**src/rtl/dsmf_pkg.sv**
```systemverilog
package dsmf_pkg;
  typedef enum logic [1:0] {
    MD_HALF = 2'b00,
    MD_QTR  = 2'b01,
    MD_MAN  = 2'b10,
    MD_EXT  = 2'b11
  } lmode_t;

  // divider phase width: two bits cover the quarter-rate line clock
  localparam int PH_W = 2;
endpackage

```
**src/rtl/dsmf_rst_sync.sv**
```systemverilog
module dsmf_rst_sync #(
  parameter int STAGES = 2
) (
  input  logic clk,
  input  logic rst_an,
  output logic rst_sn
);
  logic [STAGES-1:0] sync_q;
  logic [STAGES-1:0] sync_nx;

  always_comb begin
    sync_nx = {sync_q[STAGES-2:0], 1'b1};
  end

  always_ff @(posedge clk or negedge rst_an) begin
    if (!rst_an) sync_q <= '0;
    else         sync_q <= sync_nx;
  end

  assign rst_sn = sync_q[STAGES-1];
endmodule

```
**src/rtl/dsmf_clk_sel.sv**
```systemverilog
module dsmf_clk_sel
  import dsmf_pkg::*;
(
  input  logic   clk,
  input  logic   rst_n,
  input  lmode_t src_mode,
  input  logic   osc_tick,
  input  logic   ext_clk,
  output logic   tick,
  output logic   osc_req
);
  logic ext_q;
  logic ext_nx;

  always_comb begin
    ext_nx  = ext_clk;
    osc_req = (src_mode != MD_EXT);
    tick    = osc_req ? osc_tick : (ext_clk & ~ext_q);
  end

  always_ff @(posedge clk or negedge rst_n) begin
    if (!rst_n) ext_q <= 1'b0;
    else        ext_q <= ext_nx;
  end
endmodule

```
**src/rtl/dsmf_seq.sv**
```systemverilog
module dsmf_seq
  import dsmf_pkg::*;
(
  input  logic            clk,
  input  logic            rst_n,
  input  logic            tick,
  input  logic            mod_vld,
  input  logic            mod_bit,
  input  lmode_t          mode_pin,
  output logic            started,
  output lmode_t          mode_q,
  output logic            cur_bit,
  output logic [PH_W-1:0] ph,
  output lmode_t          src_mode
);
  logic            started_nx;
  lmode_t          mode_nx;
  logic            bit_nx;
  logic [PH_W-1:0] ph_nx;
  logic            boundary;
  logic            restart;

  always_comb begin
    boundary   = tick & mod_vld;
    restart    = boundary & (~started | (mode_pin != mode_q));
    started_nx = started;
    mode_nx    = mode_q;
    bit_nx     = cur_bit;
    ph_nx      = ph;
    if (boundary) begin
      started_nx = 1'b1;
      mode_nx    = mode_pin;
      bit_nx     = mod_bit;
    end
    if (restart)              ph_nx = '0;
    else if (tick && started) ph_nx = ph + 1'b1;
    src_mode = started ? mode_q : mode_pin;
  end

  always_ff @(posedge clk or negedge rst_n) begin
    if (!rst_n) begin
      started <= 1'b0;
      mode_q  <= MD_HALF;
      cur_bit <= 1'b0;
      ph      <= '0;
    end else begin
      started <= started_nx;
      mode_q  <= mode_nx;
      cur_bit <= bit_nx;
      ph      <= ph_nx;
    end
  end
endmodule

```
**src/rtl/dsmf_line.sv**
```systemverilog
module dsmf_line
  import dsmf_pkg::*;
(
  input  logic            clk,
  input  logic            rst_n,
  input  logic            started,
  input  lmode_t          mode_q,
  input  logic            cur_bit,
  input  logic [PH_W-1:0] ph,
  input  logic            osc_req,
  output logic            ser_clk,
  output logic            ser_clk_oe,
  output logic            ser_dat,
  output logic            osc_en
);
  logic clk_nx, oe_nx, dat_nx, osc_nx;
  logic half_clk, qtr_clk, man_dat;

  always_comb begin
    half_clk = ph[0];
    qtr_clk  = ph[1] ^ ph[0];
    man_dat  = cur_bit ^ ph[0];
    osc_nx   = osc_req;
    clk_nx   = 1'b0;
    oe_nx    = 1'b0;
    dat_nx   = 1'b0;
    if (started) begin
      unique case (mode_q)
        MD_HALF: begin clk_nx = half_clk; oe_nx = 1'b1; dat_nx = cur_bit; end
        MD_QTR:  begin clk_nx = qtr_clk;  oe_nx = 1'b1; dat_nx = cur_bit; end
        MD_MAN:  begin clk_nx = 1'b0;     oe_nx = 1'b1; dat_nx = man_dat; end
        MD_EXT:  begin clk_nx = 1'b0;     oe_nx = 1'b0; dat_nx = cur_bit; end
        default: begin clk_nx = 1'b0;     oe_nx = 1'b0; dat_nx = 1'b0;    end
      endcase
    end
  end

  always_ff @(posedge clk or negedge rst_n) begin
    if (!rst_n) begin
      ser_clk    <= 1'b0;
      ser_clk_oe <= 1'b0;
      ser_dat    <= 1'b0;
      osc_en     <= 1'b0;
    end else begin
      ser_clk    <= clk_nx;
      ser_clk_oe <= oe_nx;
      ser_dat    <= dat_nx;
      osc_en     <= osc_nx;
    end
  end
endmodule

```
**src/rtl/dsm_link_fmt.sv**
```systemverilog
module dsm_link_fmt
  import dsmf_pkg::*;
#(
  parameter int RST_STAGES = 2
) (
  input  logic       clk,
  input  logic       rst_n,
  input  logic [1:0] mode_sel,
  input  logic       osc_tick,
  input  logic       ext_clk,
  input  logic       mod_bit,
  input  logic       mod_vld,
  output logic       ser_clk,
  output logic       ser_clk_oe,
  output logic       ser_dat,
  output logic       osc_en
);
  logic            rst_s;
  logic            tick;
  logic            osc_req;
  logic            started;
  logic            cur_bit;
  logic [PH_W-1:0] ph;
  lmode_t          mode_q;
  lmode_t          src_mode;
  lmode_t          mode_pin;

  assign mode_pin = lmode_t'(mode_sel);

  dsmf_rst_sync #(.STAGES(RST_STAGES)) u_rst (
    .clk(clk), .rst_an(rst_n), .rst_sn(rst_s)
  );

  dsmf_clk_sel u_sel (
    .clk(clk), .rst_n(rst_s), .src_mode(src_mode),
    .osc_tick(osc_tick), .ext_clk(ext_clk),
    .tick(tick), .osc_req(osc_req)
  );

  dsmf_seq u_seq (
    .clk(clk), .rst_n(rst_s), .tick(tick), .mod_vld(mod_vld),
    .mod_bit(mod_bit), .mode_pin(mode_pin), .started(started),
    .mode_q(mode_q), .cur_bit(cur_bit), .ph(ph), .src_mode(src_mode)
  );

  dsmf_line u_line (
    .clk(clk), .rst_n(rst_s), .started(started), .mode_q(mode_q),
    .cur_bit(cur_bit), .ph(ph), .osc_req(osc_req),
    .ser_clk(ser_clk), .ser_clk_oe(ser_clk_oe),
    .ser_dat(ser_dat), .osc_en(osc_en)
  );
endmodule

```
**config.mk**
```make
export PLATFORM = sky130hd
export DESIGN_NAME = dsm_link_fmt
export DESIGN_NICKNAME = d
export VERILOG_FILES = /design/src/rtl/dsmf_pkg.sv /design/src/rtl/dsmf_rst_sync.sv /design/src/rtl/dsmf_clk_sel.sv /design/src/rtl/dsmf_seq.sv /design/src/rtl/dsmf_line.sv /design/src/rtl/dsm_link_fmt.sv
export SDC_FILE = /design/constraint.sdc
export NUM_CORES = 1
export LEC_CHECK = 0
export CAP_MARGIN = 40
export CORE_AREA = 3 3 40 42
export CTS_CLUSTER_DIAMETER = 120
export DETAILED_ROUTE_END_ITERATION = 12
export DIE_AREA = 0 0 43 45
export PLACE_DENSITY = 0.68
export SYNTH_ARGS = -nofsm -noshare
export SYNTH_HDL_FRONTEND = slang
export SYNTH_HIERARCHICAL = 1
export SYNTH_SLANG_ARGS = --single-unit
```
**constraint.sdc**
```tcl
create_clock -name clk -period 0.8 [get_ports clk]
set_clock_uncertainty 0.2 [all_clocks]
set_input_delay 0.24 -clock clk [delete_from_list [all_inputs] [get_ports clk]]
set_output_delay 0.24 -clock clk [all_outputs]
set_load 0.05 [all_outputs]
```
Word-level counts from Yosys, hierarchy flattened
Cells that the tools add are included.
{ "totals": {"ff_bits": 13, "wordCells": 40, "out_inout_bits": 4, "input_bits": 8} }
{ "op_classes": {"n_addsub": 1, "bitwise": 8, "mux": 10, "reduce_logical": 6, "eq_ne": 5} }
{ "ops": {"columns": ["op", "n"], "rows": [
  ["2-bit 2-to-1 mux", 3],
  ["3-bit OR reduction", 2],
  ["2-bit == test, second input constant", 2],
  ["1-bit 2-to-1 mux", 4],
  ["1-bit case mux with 2 select lines", 2],
  ["1-bit AND", 3],
  ["1-bit case mux with 3 select lines", 1],
  ["2-bit by 1-bit adder with 2-bit output, second input constant", 1],
  ["2-bit by 1-bit == test with 1-bit output, second input constant", 1],
  ["2-bit zero test", 1],
  ["2-bit != test", 1],
  ["2-bit != test, second input constant", 1],
  ["1-bit inverter", 2],
  ["2-bit nonzero test", 1],
  ["2-bit OR reduction", 1],
  ["1-bit bitwise XOR", 2],
  ["1-bit logical AND", 1],
  ["1-bit bitwise OR", 1]
]} }

Longest topological paths before layout
Gate-level depths: netlist of run 1.
{ "depth": {"ltp_word": 6, "depth_mapped": 7, "mapped_depth_nobuf": 6} }

By module
Netlist of run 1, hierarchy kept.
{ "modules_own_cells": {"columns": ["mod", "area_each_um2", "seq_area_each_um2", "cells_each", "n_inst"], "rows": [
  ["dsmf_seq", 297.8, 150.1, 27, 1],
  ["dsmf_line", 163.9, 100.1, 13, 1],
  ["dsmf_rst_sync", 53.8, 50.0, 3, 1],
  ["dsmf_clk_sel", 48.8, 25.0, 4, 1]
]} }

Least setup slack after synthesis of run 1
OpenSTA, ideal clock, no wires.
{ "synth_timing": {"path_type": "reg-to-reg", "start": "reg u_seq.started", "end": "reg u_seq.cur_bit", "t_arrival_ns": 1.766, "setup_ns": 0.125, "path_slack_ns": -1.290, "required_ns": 0.475, "stages_incl_launch_ff": 7, "path_buffers": 1, "synth_period_minus_slack_ns": 2.090, "cell_sequence": "dfrtp_1 > clkbuf_2 > mux2_2 > nand2_2 > mux2_2 > nand2_1 > mux2_2"} }
{ "synth_via": {"elab_chain_len": 4} }
{ "synth_rtl": {"columns": ["item", "line_no", "rtl"], "rows": [
  ["start, declared", "dsmf_seq.sv:10", "output logic started,"],
  ["start signal, assigned", "dsmf_seq.sv:47", "started <= started_nx;"],
  ["2-bit 2-to-1 mux", "dsmf_seq.sv:37", "src_mode = started ? mode_q : mode_pin;"],
  ["named net src_mode[0]", "dsm_link_fmt.sv:25", "lmode_t src_mode;"],
  ["2-bit != test", "dsmf_clk_sel.sv:17", "osc_req = (src_mode != MD_EXT);"],
  ["named net osc_req", "dsm_link_fmt.sv:20", "logic osc_req;"],
  ["1-bit 2-to-1 mux", "dsmf_clk_sel.sv:18", "tick = osc_req ? osc_tick : (ext_clk & ~ext_q);"],
  ["named net tick", "dsm_link_fmt.sv:19", "logic tick;"],
  ["1-bit AND", "dsmf_seq.sv:24", "boundary = tick & mod_vld;"],
  ["end signal, assigned", "dsmf_seq.sv:49", "cur_bit <= bit_nx;"],
  ["end, declared", "dsmf_seq.sv:12", "output logic cur_bit,"]
]} }
The timed path passes the listed nets, and every way through them passes these cells.
A chain may end at the register's enable or synchronous reset.

Worst setup path after layout of run 1
{ "layout_timing": {"start": "reg u_seq.started", "end": "reg u_seq.mode_q[1]"} }
{ "layout_via": {"elab_chain_len": 4} }
{ "layout_rtl": {"columns": ["item", "line_no", "rtl"], "rows": [
  ["2-bit 2-to-1 mux", "dsmf_seq.sv:37", null],
  ["named net src_mode[1]", "dsm_link_fmt.sv:25", null],
  ["2-bit != test", "dsmf_clk_sel.sv:17", null],
  ["named net osc_req", "dsm_link_fmt.sv:20", null],
  ["1-bit 2-to-1 mux", "dsmf_clk_sel.sv:18", null],
  ["named net tick", "dsm_link_fmt.sv:19", null],
  ["1-bit AND", "dsmf_seq.sv:24", null],
  ["end signal, assigned", "dsmf_seq.sv:48", "mode_q <= mode_nx;"],
  ["end, declared", "dsmf_seq.sv:11", "output lmode_t mode_q,"]
]} }
The timed path passes the listed nets, and every way through them passes these cells.

==> results of run 1 <==
-- logic make-up (layout without fill, tap and decap cells) --
kind of cell / Yosys count / count (layout)
buffers and inverters: 3 / 31
AOI/OAI and AO/OA: 8 / 8
xor gates and xnor gates: 2 / 2
and+or+nand+nor: 13 / 13
DFF: 13 / 13
other: 1 / 1
muxes: 7 / 7
-- flip-flops by register name (all words and copies together), names as in the netlist --
signal	count
u_seq/ph	2
u_line/osc_en	1
u_rst/sync_q	2
u_seq/mode_q	2
u_line/ser_clk_oe	1
u_sel/ext_q	1
u_seq/started	1
u_seq/cur_bit	1
u_line/ser_dat	1
u_line/ser_clk	1
-- how the worst max path moves through the flow --
stage | from | to | slack, ns | cells after the start
after floorplan | u_seq/started$_DFFE_PN0P_ | u_seq/cur_bit$_DFFE_PN0P_ | -1.16 | 6
after global placement | mode_sel[0] | u_seq/mode_q[1]$_DFFE_PN0P_ | -1.25 | 6
after detailed placement | mode_sel[1] | u_seq/mode_q[0]$_DFFE_PN0P_ | -1.28 | 6
after CTS | u_seq/started$_DFFE_PN0P_ | u_seq/mode_q[1]$_DFFE_PN0P_ | -1.06 | 5
after global routing | u_seq/started$_DFFE_PN0P_ | u_seq/mode_q[1]$_DFFE_PN0P_ | -1.10 | 5
final | u_seq/started$_DFFE_PN0P_ | u_seq/mode_q[1]$_DFFE_PN0P_ | -1.06 | 5
-- layer usage --
layer  global-route usage [%]  wire, um  vias to the layer above
met3                     5.98        82                        2
met4                     5.42        20                        0
met5                        0         0                        -
li1                         -         -                      216
met1                     18.8       493                      230
met2                     24.9       635                       25
-- worst register-to-register path, stage by stage (launching register included) --
cell and delay [ns]:
dfrtp_1 0.42, mux2_4 0.32, nand2_4 0.07, mux2_4 0.33, nand2_4 0.10, mux2_4 0.31
-- per-stage QoR --
| step | instances | utilization [%] | setup TNS, ns | cell area, um^2 |
|---|---|---|---|---|
| 2_1_floorplan | 47 | - | -7.79 | 608 |
| 3_3_place_gp | 82 | 65.2 | -9.47 | 838 |
| 3_5_place_dp | 82 | 65.2 | -9.65 | 838 |
| 4_1_cts | 88 | 69.0 | -9.39 | 887 |
| 5_1_grt | 90 | 71.8 | -10.35 | 922 |
| 6_report | 90 | 71.8 | -9.79 | 922 |
-- repair_timing --
item,4_1_cts,5_1_grt
endpoints found under the setup margin,14,14
setup buffers,2,2
hold endpoints to repair,13,13
pin swaps,1,0
gates resized for setup,2,5
-- final cells by class --
class	instances	area share (%)
Timing Repair Buffer	25	28.5
Inverter	2	0.814
Tap cell	15	2.04
Clock buffer	4	2.85
Multi-Input combinational cell	31	30.0
Sequential cell	13	35.8
-- cell usage in the layout (no fill, tap or decap), types with 3 or more instances in the layout --
master,Yosys,final
buf_12,0,4
buf_4,0,12
clkbuf_4,0,3
clkdlybuf4s50_1,0,7
dfrtp_1,13,9
dfrtp_2,0,4
mux2_4,0,6
nand2_1,5,4
-- power by group through the flow --
stage | combinational, mW | clock, mW | sequential, mW
2_1_floorplan | 0.460 | 0 | 1.29
3_3_place_gp | 1.40 | 0 | 1.03
3_5_place_dp | 1.43 | 0 | 1.03
4_1_cts | 1.46 | 0.410 | 1.03
5_1_grt | 1.63 | 0.452 | 1.05
6_report | 1.55 | 0.385 | 1.03
-- cell usage after synthesis --
cell type / instances / area share, %
conb_1: 1 / 0.66
nand3b_1: 2 / 2.7
nand2b_1: 3 / 3.3
a21boi_0: 1 / 1.3
o31ai_1: 1 / 1.3
a31oi_1: 1 / 1.1
xnor2_1: 2 / 3.1
nor2b_1: 1 / 1.1
a21bo_2: 1 / 1.8
and4b_1: 1 / 1.8
mux2_2: 6 / 12
inv_1: 2 / 1.3
o21ai_0: 1 / 0.89
mux2i_1: 1 / 1.8
nand2_1: 5 / 3.3
clkbuf_2: 1 / 0.89
dfrtp_1: 13 / 58
nand2_2: 1 / 1.1
a21oi_1: 2 / 1.8
o22ai_1: 1 / 1.1
==> impl_metrics.csv, run 1 <==
group,metric,value,unit
status,status,"finished with violations",
status,violations,"negative hold slack, negative setup slack",
routing,drt_pass1_iterations,4,
layout,seq_area,330,um^2
clocking,cts.path.max_buffers,2,
grt,grt_pass1_wl,2.11,mm
setup_path,cp-start-kind,"flip-flop",
setup_path,rr_worst_depth,5,
clocking,clk_latency,0.27,ns
layout,multi_input_area,277,um^2
layout,drive_gt1_share,49.3,%
logic_synthesis,synthAdderAreaFrac,0,%
place,routabilityCongestion,0.763,
layout,nets,84,
logic_synthesis,synth_top_family_by_area,"multiplexers",
routing,wl_per_cell,13.7,um
logic_synthesis,ys_warn_count,6,
place,dp_slack,-1.28,ns
logic_synthesis,synth-xor-area-share,3.10,%
setup_path,crit_buf_inv,0,
logic_synthesis,synthCells,47,
timing,finalSetupViolCount,14,
setup_path,r2r-end,"u_seq/mode_q[1]$_DFFE_PN0P_",
power_and_ir_drop,p_int,1.93,mW
place,io_buffers,11,
clocking,cts_tree,"yes",
timing,hold-worst-slack,-0.0722,ns
run,drv_cap,0,
clocking,clkTransAtPathRegs,0.07,ns
power_and_ir_drop,pwr-share-seq,34.6,%
floorplanning,die_h,45,um
clocking,clkSinkCount,13,
timing,min_period,1.86,ns
clocking,numCtsBuffers,3,
setup_path,rrSetupSlack,-1.06,ns
floorplanning,io_pins,12,
worst_hold_path,hold_path_class,"in -> async",
setup_path,cp.arrival,1.82,ns
grt,grt_max_degree,12,
setup_path,r2r-start,"u_seq/started$_DFFE_PN0P_",
setup_path,path_class,"reg -> reg",
setup_path,slowest_stage,"dfrtp_1",
timing,drv_slew,0,
setup_path,cp_slowest_stage_delay,0.42,ns
power_and_ir_drop,clockPowerShare,13.0,%
timing,hold_viol_final,13,
grt,grt_usage,15.3,%
routing,vias,473,
grt,antenna_found_initial,0,
power_and_ir_drop,switching_share,34.9,%
layout,nFillCells,95,
timing,period_share,233,%
grt,grt_overflow,0,
timing,fin_ws,-1.06,ns
routing,via_per_inst,5.26,
floorplanning,die_w,43,um
logic_synthesis,synth-seq-cells,13,
floorplanning,num_rows,13,
clocking,h-tree-depth,1,
power_and_ir_drop,peakVddDrop,1.84,mV
power_and_ir_drop,pwr-share-comb,52.4,%
logic_synthesis,ys_types,20,
setup_path,worst_setup_path_end_kind,"flip-flop",
setup_path,crit_fanout,4,
grt,first_global_vias,444,
timing,rsz0062_at_grt,"yes",
logic_synthesis,synth_simple_gate_area_share,13.3,%
logic_synthesis,synth.avg_cell_area,12.0,um^2
floorplanning,dieArea,0.00194,mm^2
logic_synthesis,seq_area_frac_synth,57.6,%
power_and_ir_drop,switchingPower,1.04,mW
routing,first_iter_violations,14,
logic_synthesis,synthMuxAreaShare,13.7,%
setup_path,crit_top_cell,"mux2_4",
layout,syn_to_final_growth,63.4,%
setup_path,path_cells,"mux2_4 > nand2_4 > mux2_4 > nand2_4 > mux2_4",
setup_path,required,0.75,ns
timing,fmax,536,MHz
clocking,cts-root-buf,"clkbuf_4",
setup_path,cp_top_family,"multiplexers",
logic_synthesis,syn_nets,55,
logic_synthesis,synth-compound-area-share,9.31,%
logic_synthesis,netlist_area,564,um^2
power_and_ir_drop,power_density,3210,mW/mm^2
floorplanning,initial_core_util,43.9,%
power_and_ir_drop,cellLeakagePower,0.444,nW
layout,diodes,0,
routing,final_antenna_net_count,0,
routing,drc,0,
power_and_ir_drop,power,2.96,mW
floorplanning,core,0.00128,mm^2
routing,wl,1.23,mm
Power figures use the tool's default switching activity.
==> inputs of run 2 (changes only) <==
- CORE_AREA: 3 3 40 42 -> not set
- CORE_MARGIN: not set -> 3
- CORE_UTILIZATION: not set -> 26
- DIE_AREA: 0 0 43 45 -> not set
- PLACE_DENSITY: 0.68 -> not set
- SLEW_MARGIN: not set -> 20
==> impl_metrics.csv, run 2 (same netlist as run 1, synthesis figures left out) <==
group,metric,value,unit
status,status,"finished with violations",
status,violations,"negative hold slack, negative setup slack",
routing,via_per_inst,4.32,
grt,grt_overflow,0,
clocking,cts-root-buf,"clkbuf_4",
clocking,cts.path.max_buffers,2,
power_and_ir_drop,switchingPower,1.01,mW
grt,grt_max_degree,12,
clocking,clk_latency,0.27,ns
setup_path,cp-start-kind,"flip-flop",
setup_path,required,0.76,ns
floorplanning,dieArea,0.00277,mm^2
routing,final_antenna_net_count,0,
clocking,h-tree-depth,1,
setup_path,worst_setup_path_end_kind,"flip-flop",
setup_path,crit_top_cell,"mux2_4",
layout,reg.largest.list,"u_rst/sync_q: 2 flops, u_seq/mode_q: 2 flops, u_seq/ph: 2 flops",
place,dp_slack,-1.29,ns
routing,met3WireLength,36,um
grt,grt_usage,9.63,%
timing,drv_slew,0,
setup_path,crit_fanout,4,
timing,hold_viol_final,13,
routing,wl_met2,594,um
power_and_ir_drop,pwr-share-comb,48.7,%
floorplanning,num_rows,16,
setup_path,cp_top_family,"multiplexers",
floorplanning,io_pins,12,
timing,hold-worst-slack,-0.0781,ns
clocking,cts_tree,"yes",
power_and_ir_drop,clockPowerShare,14.4,%
layout,nets,79,
grt,grt_pass1_wl,1.88,mm
routing,first_iter_violations,6,
timing,fin_ws,-1.07,ns
power_and_ir_drop,pwr-share-seq,36.9,%
power_and_ir_drop,p_int,1.81,mW
layout,final_common_cell,"dfrtp_1",
routing,wl,1.11,mm
timing,rsz0062_at_grt,"yes",
setup_path,path_class,"reg -> reg",
clocking,clkTransAtPathRegs,0.08,ns
timing,period_share,233,%
floorplanning,initial_core_util,28.2,%
setup_path,path_cells,"mux2_4 > nand2_4 > mux2_4 > nand2_4 > mux2_4",
setup_path,cp_slowest_stage_delay,0.43,ns
layout,syn_to_final_growth,58.5,%
floorplanning,core,0.00200,mm^2
grt,first_global_vias,404,
timing,min_period,1.87,ns
floorplanning,die_h,52.6,um
place,routabilityCongestion,0.744,
power_and_ir_drop,cellLeakagePower,0.419,nW
floorplanning,die_w,52.6,um
setup_path,cp.arrival,1.83,ns
clocking,clkSinkCount,13,
layout,drive_gt1_share,45.7,%
timing,setup_tns,-9.34,ns
routing,drt_pass1_iterations,4,
layout,layout_common_cells,"dfrtp_1, clkdlybuf4s50_1, buf_4",
routing,met1Wirelength,482,um
power_and_ir_drop,peakVddDrop,1.30,mV
worst_hold_path,hold_path_class,"in -> async",
timing,finalSetupViolCount,14,
place,io_buffers,11,
setup_path,slowest_stage,"dfrtp_1",
routing,drc,0,
routing,highest-signal-layer,"met3",
grt,antenna_found_initial,0,
run,drv_cap,0,
routing,vias,419,
clocking,numCtsBuffers,3,
place,post-dp-hpwl,837,um
routing,wl_per_cell,11.5,um
setup_path,crit_buf_inv,0,
power_and_ir_drop,power_density,3160,mW/mm^2
power_and_ir_drop,switching_share,35.9,%
timing,fmax,536,MHz
layout,diodes,0,
-- run 2: power groups by stage --
stage | clock network [mW] | registers (mW) | logic (mW)
floorplan | 0 | 1.29 | 0.460
finish | 0.405 | 1.04 | 1.37
global route | 0.462 | 1.06 | 1.46
detailed placement | 0 | 1.04 | 1.30
CTS | 0.427 | 1.04 | 1.32
global placement | 0 | 1.04 | 1.28
-- run 2: metal layers --
metal	GRT usage, %	vias to the layer above
met4	5.11	0
met3	3.42	0
met1	12.3	206
met2	14.0	6
met5	0	-
li1	-	207
-- run 2: final timing paths --
path	startpoint	cells after the start	slack [ns]	end
worst max-delay path	u_seq/started$_DFFE_PN0P_	5	-1.07	u_seq/mode_q[0]$_DFFE_PN0P_
worst min-delay path	rst_n	1	-0.08	u_rst/sync_q[0]$_DFF_PN0_
worst max register to register	u_seq/started$_DFFE_PN0P_	5	-1.07	u_seq/mode_q[0]$_DFFE_PN0P_
worst min register to register	u_rst/sync_q[1]$_DFF_PN0_	1	-0.05	u_line/ser_clk_oe$_DFF_PN0_
max in group asynchronous	u_rst/sync_q[1]$_DFF_PN0_	1	0.28	u_line/ser_dat$_DFF_PN0_
min in group clk	u_rst/sync_q[0]$_DFF_PN0_	0	0.16	u_rst/sync_q[1]$_DFF_PN0_
-- run 2: repair_timing --
item | 4_1_cts | 5_1_grt
buffers inserted | 2 | 0
resized for setup | 3 | 4
setup endpoints to repair | 14 | 14
endpoints found under the hold margin | 13 | 8
pin swaps | 1 | 0
-- run 2: layout make-up --
type	instances	area [um^2]
clock buffers	3	22.5
clock inverters	1	5.00
fillers	205	1110
inverters	2	7.51
multi-input cells	31	270
flip-flops and latches	13	330
well taps	27	33.8
repair buffers	20	225
-- run 2: through the flow --
step	area [um^2]	std cells	power [mW]	hold slack, ns	utilization (%)
final	895	97	2.82	-0.0781	44.7
after global routing	895	97	2.99	-0.0922	44.7
after CTS	881	97	2.79	-0.0913	44.0
after detailed placement	831	91	2.35	-0.0416	41.5
after global placement	831	91	2.32	-0.0421	41.5
after floorplan	608	47	1.75	-0.256	-
-- run 2: worst register-to-register path: stages (launching register included) --
cell and delay (ns):
dfrtp_1 0.43, mux2_4 0.33, nand2_4 0.07, mux2_4 0.32
nand2_4 0.10, mux2_4 0.31
